[src/rtl/susp_pkg.sv]
package susp_pkg;

  // Register addresses (decoded by the write port)
  localparam logic [7:0] ADDR_PMEN    = 8'h80;
  localparam logic [7:0] ADDR_IRQ_RLD = 8'h8C;
  localparam logic [7:0] ADDR_VID_RLD = 8'h8D;
  localparam logic [7:0] ADDR_OFF_LEN = 8'h94;
  localparam logic [7:0] ADDR_ON_LEN  = 8'h95;
  localparam logic [7:0] ADDR_CFG     = 8'h96;

  // Bit positions
  localparam int PM_GLOBAL_BIT = 0;
  localparam int PM_IRQ_BIT    = 3;
  localparam int PM_VID_BIT    = 4;
  localparam int CFG_EN_BIT    = 0;

  localparam int NUM_HOLDOFF = 2;

  // Strobes and lengths passed from control to datapath
  typedef struct packed {
    logic       tick;
    logic       modEn;
    logic       speedup;
    logic [7:0] onLen;
    logic [7:0] offLen;
  } ctlStrobes_t;

endpackage

[src/rtl/susp_holdoff_timer.sv]
module susp_holdoff_timer #(
  parameter int CNT_W = 8
) (
  input  logic             clk,
  input  logic             rst_n,
  input  logic             arm,
  input  logic [CNT_W-1:0] reload,
  input  logic             msTick,
  output logic             active
);

  logic [CNT_W-1:0] remain;

  always_ff @(posedge clk or negedge rst_n) begin
    if (!rst_n) begin
      remain <= '0;
    end else if (arm) begin
      remain <= reload;
    end else if (msTick && (remain != '0)) begin
      remain <= remain - CNT_W'(1);
    end
  end

  assign active = (remain != '0);

endmodule

[src/rtl/susp_ctrl.sv]
module susp_ctrl
  import susp_pkg::*;
#(
  parameter int TICK_CYCLES = 1066,
  parameter int MS_TICKS    = 31
) (
  input  logic        clk,
  input  logic        rst_n,
  input  logic        wrEn,
  input  logic [7:0]  wrAddr,
  input  logic [7:0]  wrData,
  input  logic        irqEvent,
  input  logic        vidEvent,
  output ctlStrobes_t strb
);

  localparam int TW = (TICK_CYCLES > 1) ? $clog2(TICK_CYCLES) : 1;
  localparam int MW = (MS_TICKS > 1) ? $clog2(MS_TICKS) : 1;
  localparam logic [TW-1:0] TICK_LAST = TW'(TICK_CYCLES - 1);
  localparam logic [MW-1:0] MS_LAST   = MW'(MS_TICKS - 1);

  // Register file
  logic       modEnReg;
  logic       pmGlobal, pmIrq, pmVid;
  logic [7:0] offReg, onReg;
  logic [7:0] rldArr [NUM_HOLDOFF];

  always_ff @(posedge clk or negedge rst_n) begin
    if (!rst_n) begin
      modEnReg <= 1'b0;
      pmGlobal <= 1'b0;
      pmIrq    <= 1'b0;
      pmVid    <= 1'b0;
      offReg   <= '0;
      onReg    <= '0;
      rldArr[0] <= '0;
      rldArr[1] <= '0;
    end else if (wrEn) begin
      case (wrAddr)
        ADDR_PMEN: begin
          pmGlobal <= wrData[PM_GLOBAL_BIT];
          pmIrq    <= wrData[PM_IRQ_BIT];
          pmVid    <= wrData[PM_VID_BIT];
        end
        ADDR_IRQ_RLD: rldArr[0] <= wrData;
        ADDR_VID_RLD: rldArr[1] <= wrData;
        ADDR_OFF_LEN: offReg    <= wrData;
        ADDR_ON_LEN:  onReg     <= wrData;
        ADDR_CFG:     modEnReg  <= wrData[CFG_EN_BIT];
        default: ;
      endcase
    end
  end

  // 32 us tick prescaler
  logic [TW-1:0] tickCnt;
  logic          tick;
  assign tick = (tickCnt == TICK_LAST);

  always_ff @(posedge clk or negedge rst_n) begin
    if (!rst_n)    tickCnt <= '0;
    else if (tick) tickCnt <= '0;
    else           tickCnt <= tickCnt + TW'(1);
  end

  // Coarse hold-off unit prescaler, counts ticks
  logic [MW-1:0] msCnt;
  logic          msTick;
  assign msTick = tick && (msCnt == MS_LAST);

  always_ff @(posedge clk or negedge rst_n) begin
    if (!rst_n)      msCnt <= '0;
    else if (msTick) msCnt <= '0;
    else if (tick)   msCnt <= msCnt + MW'(1);
  end

  // Hold-off timers: index 0 interrupt, index 1 video
  logic [NUM_HOLDOFF-1:0] armVec;
  logic [NUM_HOLDOFF-1:0] actVec;

  assign armVec[0] = irqEvent && pmGlobal && pmIrq;
  assign armVec[1] = vidEvent && pmGlobal && pmVid;

  for (genvar g = 0; g < NUM_HOLDOFF; g++) begin : g_holdoff
    susp_holdoff_timer #(.CNT_W(8)) u_tmr (
      .clk    (clk),
      .rst_n  (rst_n),
      .arm    (armVec[g]),
      .reload (rldArr[g]),
      .msTick (msTick),
      .active (actVec[g])
    );
  end

  assign strb.tick    = tick;
  assign strb.modEn   = modEnReg;
  assign strb.speedup = |actVec;
  assign strb.onLen   = onReg;
  assign strb.offLen  = offReg;

endmodule

[src/rtl/susp_datapath.sv]
module susp_datapath
  import susp_pkg::*;
(
  input  logic        clk,
  input  logic        rst_n,
  input  ctlStrobes_t strb,
  output logic        suspReqN
);

  logic       phaseOn;
  logic [7:0] remCnt;
  logic       boundary;
  logic       nextOn;
  logic [7:0] nextLen;

  assign boundary = strb.tick && (remCnt <= 8'd1);

  // Phase selection at a boundary; zero-length phases are skipped
  always_comb begin
    nextOn  = 1'b0;
    nextLen = '0;
    if (phaseOn) begin
      if (strb.offLen != '0) begin
        nextOn = 1'b0; nextLen = strb.offLen;
      end else if (strb.onLen != '0) begin
        nextOn = 1'b1; nextLen = strb.onLen;
      end
    end else begin
      if (strb.onLen != '0) begin
        nextOn = 1'b1; nextLen = strb.onLen;
      end else if (strb.offLen != '0) begin
        nextOn = 1'b0; nextLen = strb.offLen;
      end
    end
  end

  always_ff @(posedge clk or negedge rst_n) begin
    if (!rst_n) begin
      phaseOn <= 1'b0;
      remCnt  <= '0;
    end else if (!strb.modEn) begin
      phaseOn <= 1'b0;
      remCnt  <= '0;
    end else if (boundary) begin
      phaseOn <= nextOn;
      remCnt  <= nextLen;
    end else if (strb.tick) begin
      remCnt  <= remCnt - 8'd1;
    end
  end

  assign suspReqN = !(phaseOn && strb.modEn && !strb.speedup);

endmodule

[src/rtl/susp_duty_ctrl.sv]
module susp_duty_ctrl
  import susp_pkg::*;
#(
  parameter int TICK_CYCLES = 1066,
  parameter int MS_TICKS    = 31
) (
  input  logic       clk,
  input  logic       rst_n,
  input  logic       cfgWrEn,
  input  logic [7:0] cfgAddr,
  input  logic [7:0] cfgWrData,
  input  logic       irqEvent,
  input  logic       vidEvent,
  output logic       suspReqN
);

  ctlStrobes_t ctlStrb;

  susp_ctrl #(
    .TICK_CYCLES (TICK_CYCLES),
    .MS_TICKS    (MS_TICKS)
  ) u_ctrl (
    .clk      (clk),
    .rst_n    (rst_n),
    .wrEn     (cfgWrEn),
    .wrAddr   (cfgAddr),
    .wrData   (cfgWrData),
    .irqEvent (irqEvent),
    .vidEvent (vidEvent),
    .strb     (ctlStrb)
  );

  susp_datapath u_dp (
    .clk      (clk),
    .rst_n    (rst_n),
    .strb     (ctlStrb),
    .suspReqN (suspReqN)
  );

endmodule

[config.mk]
export PLATFORM = sky130hd
export DESIGN_NAME = susp_duty_ctrl
export DESIGN_NICKNAME = d
export VERILOG_FILES = /design/src/rtl/susp_pkg.sv /design/src/rtl/susp_holdoff_timer.sv /design/src/rtl/susp_ctrl.sv /design/src/rtl/susp_datapath.sv /design/src/rtl/susp_duty_ctrl.sv
export SDC_FILE = /design/constraint.sdc
export NUM_CORES = 1
export LEC_CHECK = 0
export BUFFER_PORTS_ARGS = -buffer_cell sky130_fd_sc_hd__buf_2
export CAP_MARGIN = 15
export CORE_MARGIN = 3
export CORE_UTILIZATION = 30
export DETAILED_ROUTE_END_ITERATION = 7
export PLACE_DENSITY = 0.43
export SLEW_MARGIN = 25
export SYNTH_ARGS = -nofsm -noshare
export SYNTH_HDL_FRONTEND = slang
export SYNTH_HIERARCHICAL = 1
export SYNTH_SLANG_ARGS = --single-unit
[constraint.sdc]
create_clock -name clk -period 2.7 [get_ports clk]
set_input_delay 0.405 -clock clk [delete_from_list [all_inputs] [get_ports clk]]
set_output_delay 0.405 -clock clk [all_outputs]
set_load 0.05 [all_outputs]
==> reports/qor.yml, run 1 <==
finish:
  multi_input_area_sq_um: 2100
  drive_above_1_share: 0.283
  final_cell_mix: "77 x dfrtp_1, 37 x mux2_2, 19 x buf_2, 19 x nand2_1, 19 x nor2_1"
  postLayoutCoreUtil: 0.369
  diodes: 0
  final_common_cell: "dfrtp_1"
  regArea_sq_um: 1930
  nFillCells: 1344
  areaGrowthSynthToFinish_pct: 19.6
  nets: 441
floorplan:
  die-area_sq_um: 15200
  num_rows: 42
  ios: 22
  core_area_sq_um: 13300
  dieWidth_um: 123
  dieHeight_um: 123
  start_util: 0.308
timing:
  tightest_slew_ns: 0.717
  final-max-slew-violation-count: 0
  setup_violations: 0
  setup_slack_ns: 0.0739
  fmax_mhz: 381
  hold_slack_ns: 0.0947
  rsz0062_at_grt: "yes"
  totalNegativeSetupSlack_ns: 0
  max_slew_margin: 0.522
  post-route-min-period_ns: 2.63
  skew_ns: 0.00701
  hold_viol: 0
  fin_crit_sh: 0.973
synthesis:
  ys.flop_type: "dfrtp_1"
  synth_seq_area_share: 0.468
  yosys_warnings: 6
  avgSynthCellArea_sq_um: 11.0
  synth_edf_count: 0
  synth-async-reset-ratio: 1.00
  syn_nets: 404
  ys_types: 65
  synth_seq_cells: 77
  netlist_area_sq_um: 4120
  synthCells: 375
placement:
  routabilityCongestion: 0.851
  port_buffers: 21
  hpwl_mm: 6.71
  place_ws_ns: 0.0288
power:
  powerDensity_nw_per_um2: 563
  irDropWorstVdd_mv: 0.253
  leakagePower_nw: 2.06
clocking:
  insertion_delay_ns: 0.33
  post-cts-setup-buffers: 0
  cts_made_buffers: 9
  cts_root_buf: "clkbuf_16"
  htree_levels: 3
  tritoncts: "built"
  clockBufferDepth: 2
  cts_sinks: 77
  path_clk_slew_ns: 0.06
grt:
  track_usage: 0.138
  grt_max_degree: 78
  antenna_found_initial: 0
  grt_pass1_vias: 3037
  gr-total-overflow: 0
  grt_pass1_wl_mm: 16.0
min_path:
  hold_path_class: "primary input to async pin"
setup_path:
  cp_data_arrival_time_ns: 2.90
  critPathCaptureType: "flop"
  path_class: "flop to flop"
  cp-start-kind: "flop"
  max_stage_delay_ns: 0.55
  cp_slowest_cell: "or4b_4"
  required_ns: 2.97
  crit_fanout: 4
  path_cells: "or4b_4, or3_4, nor2_1, buf_4, or3b_2, a2111oi_1, o31a_1"
run:
  max-cap-violations: 0
routing:
  drt-initial-drc-count: 188
  drc_errors: 0
  vias: 3053
  wl_per_cell_um: 16.4
  drt_pass1_iterations: 4
  wl_mm: 9.71
  ant_nets: 0
  via_per_inst: 5.15
run_status:
  status: "complete, no violations"
==> logic make-up (layout without fill, tap and decap cells) <==
| family | after synthesis | in the layout | synth area share |
|---|---|---|---|
| simple gates | 131 | 131 | 0.203 |
| compound gates | 81 | 81 | 0.143 |
| flops | 77 | 77 | 0.468 |
| mux | 40 | 40 | 0.111 |
| buf+inv | 31 | 73 | 0.0356 |
| fa+ha+maj | 8 | 8 | 0.0243 |
| xor+xnor | 7 | 7 | 0.0149 |
==> report_power, final <==
group          total, mW  leakage, nW  switching, mW  internal (mW)
registers           1.22        0.983         0.0334           1.19
clock network       1.41        0.166          0.483          0.932
logic              0.133        0.915         0.0765         0.0567
total               2.77         2.06          0.592           2.18
==> area by class of cell <==
type,instances,share of cell area
inverters,18,0.0147
flip-flops and latches,77,0.391
clock inverters,5,0.0216
clock buffers,11,0.0493
well taps,176,0.0447
repair buffers,39,0.0513
multi-input cells,267,0.427
==> registers in the layout, indices dropped and copies added (netlist names), 5 cells and up <==
signal	flops
u_ctrl/g_holdoff.u_tmr/remain	16
u_ctrl/msCnt	5
u_ctrl/offReg	8
u_ctrl/onReg	8
u_ctrl/rldArr	16
u_ctrl/tickCnt	11
u_dp/remCnt	8
==> synth_stat cells, drive strengths merged (7+ instances only) <==
master	instances	area, sq um
o211ai	7	52.6
o21ai	14	81.3
ha	8	100
dfrtp	77	1930
a21oi	15	75.1
nor2	19	71.3
or3	8	55.1
mux2	39	447
inv	17	63.8
nand3	12	60.1
or4	8	67.6
nand2	19	71.3
nor3	16	90.1
buf	8	55.1
==> metal layers <==
layer  wire (um)  track usage  vias to the layer above
met5           0            0                        -
li1            -            -                     1492
met1        4590        0.186                     1502
met4         175       0.0450                        0
met3         376       0.0343                       11
met2        4570        0.216                       48
==> stage by stage <==
stage | total power, mW | cell area, sq um | instances
2_1_floorplan | 1.30 | 4120 | 375
3_3_place_gp | 1.37 | 4500 | 577
3_5_place_dp | 1.37 | 4500 | 577
4_1_cts | 2.82 | 4870 | 593
5_1_grt | 2.89 | 4920 | 593
6_report | 2.77 | 4920 | 593
==> worst paths after layout <==
kind	endpoint	cells after the start	start	slack, ns
min in group clk	u_ctrl/rldArr[1]	2	cfgWrData[1]	0.38
min reg2reg	u_ctrl/g_holdoff[0].u_tmr/remain[4]	2	u_ctrl/rldArr[12]	0.48
max reg2reg	u_ctrl/g_holdoff[0].u_tmr/remain[5]	7	u_ctrl/tickCnt[7]	0.07
max	u_ctrl/g_holdoff[0].u_tmr/remain[5]	7	u_ctrl/tickCnt[7]	0.07
max in group asynchronous	u_ctrl/tickCnt[2]	1	rst_n	2.10
min	u_ctrl/rldArr[0]	1	rst_n	0.09
==> what timing repair did <==
action / 4_1_cts / 5_1_grt
resized for setup: 4 / 10
setup endpoints to repair: 1 / 5
hold buffers: 0 / 0
endpoints found under the hold margin: 0 / 0
==> worst max-delay path, delay by kind of cell (launching register included) <==
family	cells	cell delay (ns)
simple gates	4	1.47
flops	1	0.37
buf+inv	1	0.14
compound gates	2	0.58
Power figures use the tool's default switching activity.
==> run 2, diff against run 1 <==
clock period = 2.1 ns   (was 2.7 ns; I/O delays follow)
==> run 2 against run 1 <==
  * The flow now finishes with violations (negative setup slack)
  * First-iteration DRC count is 40% higher
  * Global-route usage is 1.4 points higher
  * Power is 17% higher
  * Flip-flop and latch count stayed put
  * Routed wire length is 8.4% higher
  * Worst hold slack better by 0.20 ns
  * Die area stayed put
  * Combinational power is 63% higher
==> reports/qor.yml, run 2 (same netlist as run 1, synthesis figures left out) <==
setup_path:
  crit_end: "u_ctrl/g_holdoff[1].u_tmr/remain[7]"
  rr_endpoint: "u_ctrl/g_holdoff[1].u_tmr/remain[7]"
  crit_fanout: 5
  cp-start-kind: "flop"
  r2r_cells: 7
  r2r_setup_slack_ns: -0.32
  cp_data_arrival_time_ns: 2.65
  path_class: "flop to flop"
  required_ns: 2.32
  rr_startpoint: "u_ctrl/tickCnt[4]"
  critPathCaptureType: "flop"
  worstSetupStartpoint: "u_ctrl/tickCnt[4]"
clocking:
  insertion_delay_ns: 0.35
  tritoncts: "built"
  cts_sinks: 77
  htree_levels: 3
  path_clk_slew_ns: 0.06
  cts_made_buffers: 9
  cts_root_buf: "clkbuf_16"
  clockBufferDepth: 2
routing:
  ant_nets: 0
  vias: 3305
  drt-initial-drc-count: 263
  wl_mm: 10.5
  wl_per_cell_um: 16.3
  drc_errors: 0
  via_per_inst: 5.12
  drt_pass1_iterations: 4
finish:
  areaGrowthSynthToFinish_pct: 34.4
  regArea_sq_um: 1930
  biggestRegsByFlops: "u_ctrl/g_holdoff.u_tmr/remain (16), u_ctrl/rldArr (16), u_ctrl/tickCnt (11)"
  nets: 493
  nFillCells: 1303
  final_area_sq_um: 5530
  stdcell_count: 645
  diodes: 0
  drive_above_1_share: 0.433
  multi_input_area_sq_um: 2340
  final_cell_mix: "77 x dfrtp_1, 61 x buf_4, 37 x mux2_2"
  final_common_cell: "dfrtp_1"
power:
  pwr-share-seq: 0.484
  switching_share: 0.241
  p_clk_frac: 0.449
  irDropWorstVdd_mv: 0.334
  leakagePower_nw: 2.36
  combinationalPowerShare: 0.067
  intPower_mw: 2.46
  p_sw_uw: 780
  powerDensity_nw_per_um2: 585
grt:
  grt_pass1_wl_mm: 17.7
  gr-total-overflow: 0
  antenna_found_initial: 0
  grt_pass1_vias: 3352
  track_usage: 0.151
  grt_max_degree: 52
min_path:
  hold_path_class: "primary input to flop"
timing:
  tightest_slew_ns: 0.876
  post-route-min-period_ns: 2.42
  setup_violations: 25
  fmax_mhz: 413
  hold_viol: 0
  setup_slack_ns: -0.323
  max_slew_margin: 0.416
  skew_ns: 0.00837
  rsz0062_at_grt: "yes"
  final-max-slew-violation-count: 0
  fin_crit_sh: 1.15
placement:
  dpl_cell_area_sq_um: 4980
  routabilityCongestion: 0.843
  dp.cells: 618
  port_buffers: 21
  hpwl_mm: 7.54
run:
  max-cap-violations: 0
floorplan:
  dieWidth_um: 123
  start_util: 0.308
  core_area_sq_um: 13300
  ios: 22
  dieHeight_um: 123
  die-area_sq_um: 15200
  num_rows: 42
run_status:
  status: "finished with violations"
  violations: "negative setup slack"
run 2: cell count changes in the layout (fill, tap and decap cells not counted), moves of 4 or more:
cell     previous run  this run
buf_6               2         6
buf_4              18        61
o21ai_0            12         4
o21ai_1             1         5
inv_2               1         5
o21ai_2             0         4
inv_1              16        12
run 2: how the worst min path moves through the flow:
stage | from | end | slack (ns) | cells after the start
after CTS | cfgWrData[6] | u_ctrl/rldArr[6] | 0.28 | 2
after floorplan | rst_n | u_ctrl/g_holdoff[0].u_tmr/remain[0] | 0.02 | 0
after detailed placement | rst_n | u_dp/remCnt[5] | 0.26 | 1
after global placement | rst_n | u_dp/remCnt[5] | 0.26 | 1
final | cfgWrData[6] | u_ctrl/rldArr[6] | 0.29 | 2
after global routing | cfgWrData[1] | u_ctrl/onReg[1] | 0.30 | 2
run 2: metrics by stage:
stage / TNS [ns] / total power, mW / setup slack, ns / hold slack, ns / utilization
2_1_floorplan: -4.56 / 1.68 / -0.427 / 0.0194 / -
4_1_cts: -5.62 / 3.29 / -0.357 / 0.283 / 0.404
6_report: -4.93 / 3.24 / -0.323 / 0.294 / 0.415
5_1_grt: -7.39 / 3.39 / -0.398 / 0.298 / 0.415
3_5_place_dp: -6.19 / 1.80 / -0.394 / 0.258 / 0.373
3_3_place_gp: -5.72 / 1.80 / -0.353 / 0.262 / 0.373
run 2: final cells by class:
class                      count  area share
clock buffer                  13      0.0452
clock inverter                 3     0.00384
tap                          176      0.0398
inverter                      18      0.0131
timing repair buffer          91       0.127
multi-input combinational    267       0.423
sequential                    77       0.348
run 2: per-layer routing:
| layer | up-vias | GRT usage | routed length (um) |
|---|---|---|---|
| li1 | 1600 | - | - |
| met1 | 1656 | 0.202 | 5000 |
| met2 | 37 | 0.236 | 5000 |
| met3 | 12 | 0.0435 | 335 |
| met4 | 0 | 0.0512 | 183 |
| met5 | - | 0 | 0 |
run 2: worst max-delay path: stages (launching register included):
cell and delay, ns:
dfrtp_1 0.37, or4b_4 0.54, or3_4 0.39, nor2_4 0.16
buf_12 0.13, or3b_4 0.41, o41ai_2 0.20, a21oi_1 0.10
run 2: timing repair:
item	CTS	global route
hold buffers	1	0
pin swaps	14	13
gates resized for setup	24	24
gates cloned	0	0
endpoints found under the hold margin	26	0
setup buffers	5	5
setup endpoints to repair	26	26
run 2: power groups by stage:
stage	clock, mW	combinational (mW)	sequential [mW]
after global placement	0	0.206	1.59
final	1.45	0.217	1.57
after global routing	1.57	0.245	1.57
after detailed placement	0	0.207	1.59
after floorplan	0	0.100	1.58
after CTS	1.52	0.213	1.56
==> run 3, diff against run 2 <==
--- a/config.mk
+++ b/config.mk
@@ -18 +18,2 @@
 export SYNTH_SLANG_ARGS = --single-unit
+export TNS_END_PERCENT = 30
==> constraint.sdc (replaced) <==
create_clock -name clk -period 2.1 [get_ports clk]
set_input_delay 0.105 -clock clk [delete_from_list [all_inputs] [get_ports clk]]
set_output_delay 0.105 -clock clk [all_outputs]
set_load 0.05 [all_outputs]
==> run 3 against run 2 <==
  * The flow still finishes with violations (negative setup slack)
  * Die area stayed put
  * Routed wire length is 5.3% lower
  * Clock power is 18% higher
  * Count of clock-buffer cells in the layout is 3 lower
  * Highest routed layer unchanged
  * Sequential share of layout area is 1.3 points higher
  * Largest cell class unchanged
  * Critical path depth stayed put
  * Power is 7.2% higher
==> reports/qor.yml, run 3 (same netlist as run 1, synthesis figures left out) <==
finish:
  diodes: 0
  postLayoutCoreUtil: 0.399
  final_cell_mix: "77 x dfrtp_1, 50 x buf_4, 37 x mux2_2"
  nFillCells: 1313
  areaGrowthSynthToFinish_pct: 29.5
  biggestRegsByFlops: "u_ctrl/g_holdoff.u_tmr/remain (16), u_ctrl/rldArr (16), u_ctrl/tickCnt (11)"
  stdcell_count: 630
  final_common_cell: "dfrtp_1"
  nets: 478
  drive_above_1_share: 0.381
grt:
  antenna_found_initial: 0
  grt_pass1_vias: 3222
  grt_max_degree: 53
  track_usage: 0.145
  grt_pass1_wl_mm: 16.9
  gr-total-overflow: 0
routing:
  drt-initial-drc-count: 181
  vias: 3176
  wl_per_cell_um: 15.8
  ant_nets: 0
  drc_errors: 0
  wl_mm: 9.97
  drt_pass1_iterations: 4
  via_per_inst: 5.04
min_path:
  worstHoldStart: "cfgWrData[1]"
  hold_path_class: "primary input to flop"
clocking:
  path_clk_slew_ns: 0.07
  cts_sinks: 77
  cts_root_buf: "clkbuf_16"
  clockBufferDepth: 2
  tritoncts: "built"
  htree_levels: 3
  cts_made_buffers: 9
  insertion_delay_ns: 0.34
power:
  powerDensity_nw_per_um2: 652
  leakagePower_nw: 2.29
  irDropWorstVdd_mv: 0.463
run_status:
  violations: "negative setup slack"
  status: "finished with violations"
setup_path:
  critPathCaptureType: "flop"
  worstSetupStartpoint: "u_ctrl/tickCnt[4]"
  crit_fanout: 6
  cp_data_arrival_time_ns: 2.61
  cp_slowest_cell: "or4b_4"
  path_delay_family: "simple AND/OR/NAND/NOR gates"
  cp_num_buf_inv: 1
  cp-start-kind: "flop"
  path_class: "flop to flop"
  required_ns: 2.29
  rr_startpoint: "u_ctrl/tickCnt[4]"
  path_cells: "or4b_4, or3_4, nor2_4, buf_6, or4bb_1, a32oi_1, o21ai_1"
  max_stage_delay_ns: 0.54
timing:
  tightest_slew_ns: 0.760
  final-max-slew-violation-count: 0
  totalNegativeSetupSlack_ns: -4.31
  setup_slack_ns: -0.317
  rsz0062_at_grt: "yes"
  fin_crit_sh: 1.15
  hold_viol: 0
  skew_ns: 0.00996
  setup_violations: 24
  max_slew_margin: 0.493
  fmax_mhz: 414
  post-route-min-period_ns: 2.42
floorplan:
  core_area_sq_um: 13300
  dieHeight_um: 123
  die-area_sq_um: 15200
  ios: 22
  num_rows: 42
  start_util: 0.308
  dieWidth_um: 123
placement:
  place_ws_ns: -0.402
  hpwl_mm: 7.19
  dp.cells: 609
  port_buffers: 21
  routabilityCongestion: 0.813
run:
  max-cap-violations: 0
-- run 3: path summary, 6_finish.rpt --
path / slack (ns) / cells after the start / end
worst max-delay path: -0.32 / 7 / u_ctrl/g_holdoff[1].u_tmr/remain[4]
worst min-delay path: 0.06 / 2 / u_ctrl/rldArr[9]
worst max register to register: -0.32 / 7 / u_ctrl/g_holdoff[1].u_tmr/remain[4]
worst min register to register: 0.50 / 2 / u_ctrl/g_holdoff[1].u_tmr/remain[6]
max in group asynchronous: 1.28 / 3 / u_ctrl/g_holdoff[0].u_tmr/remain[3]
min in group asynchronous: 0.22 / 2 / u_dp/remCnt[7]
-- run 3: final cells by class --
type	instances	area (sq um)	area share
Tap cell	176	220	0.0413
Inverter	18	72.6	0.0136
Timing Repair Buffer	76	557	0.104
Sequential cell	77	1930	0.362
Multi-Input combinational cell	267	2230	0.418
Clock inverter	6	93.8	0.0176
Clock buffer	10	229	0.0430
-- run 3: power by group --
group	switching [mW]	internal (mW)
Sequential	0.0402	1.53
Clock	0.660	1.05
Combinational	0.107	0.0839
Total	0.808	2.66
-- run 3: timing repair --
action                                 in CTS  in global routing
pin swaps                                   9                  5
buffers inserted                            4                  0
cloned                                      0                  0
resized for setup                          24                 13
hold buffers                                1                  0
endpoints found under the hold margin      25                  0
setup endpoints to repair                  25                 26
-- run 3: layer usage --
| layer | up-vias | global-route usage | routed length, um |
|---|---|---|---|
| met5 | - | 0 | 0 |
| met4 | 0 | 0.0429 | 125 |
| met3 | 10 | 0.0371 | 351 |
| met2 | 36 | 0.223 | 4630 |
| met1 | 1554 | 0.201 | 4860 |
| li1 | 1576 | - | - |
-- run 3: through the flow --
step / area, sq um / power [mW] / hold slack, ns
after CTS: 5280 / 3.53 / 0.0523
final: 5330 / 3.47 / 0.0635
after global routing: 5330 / 3.62 / 0.0638
after detailed placement: 4840 / 1.78 / 0.0489
after floorplan: 4210 / 1.68 / -0.191
after global placement: 4840 / 1.78 / 0.0525
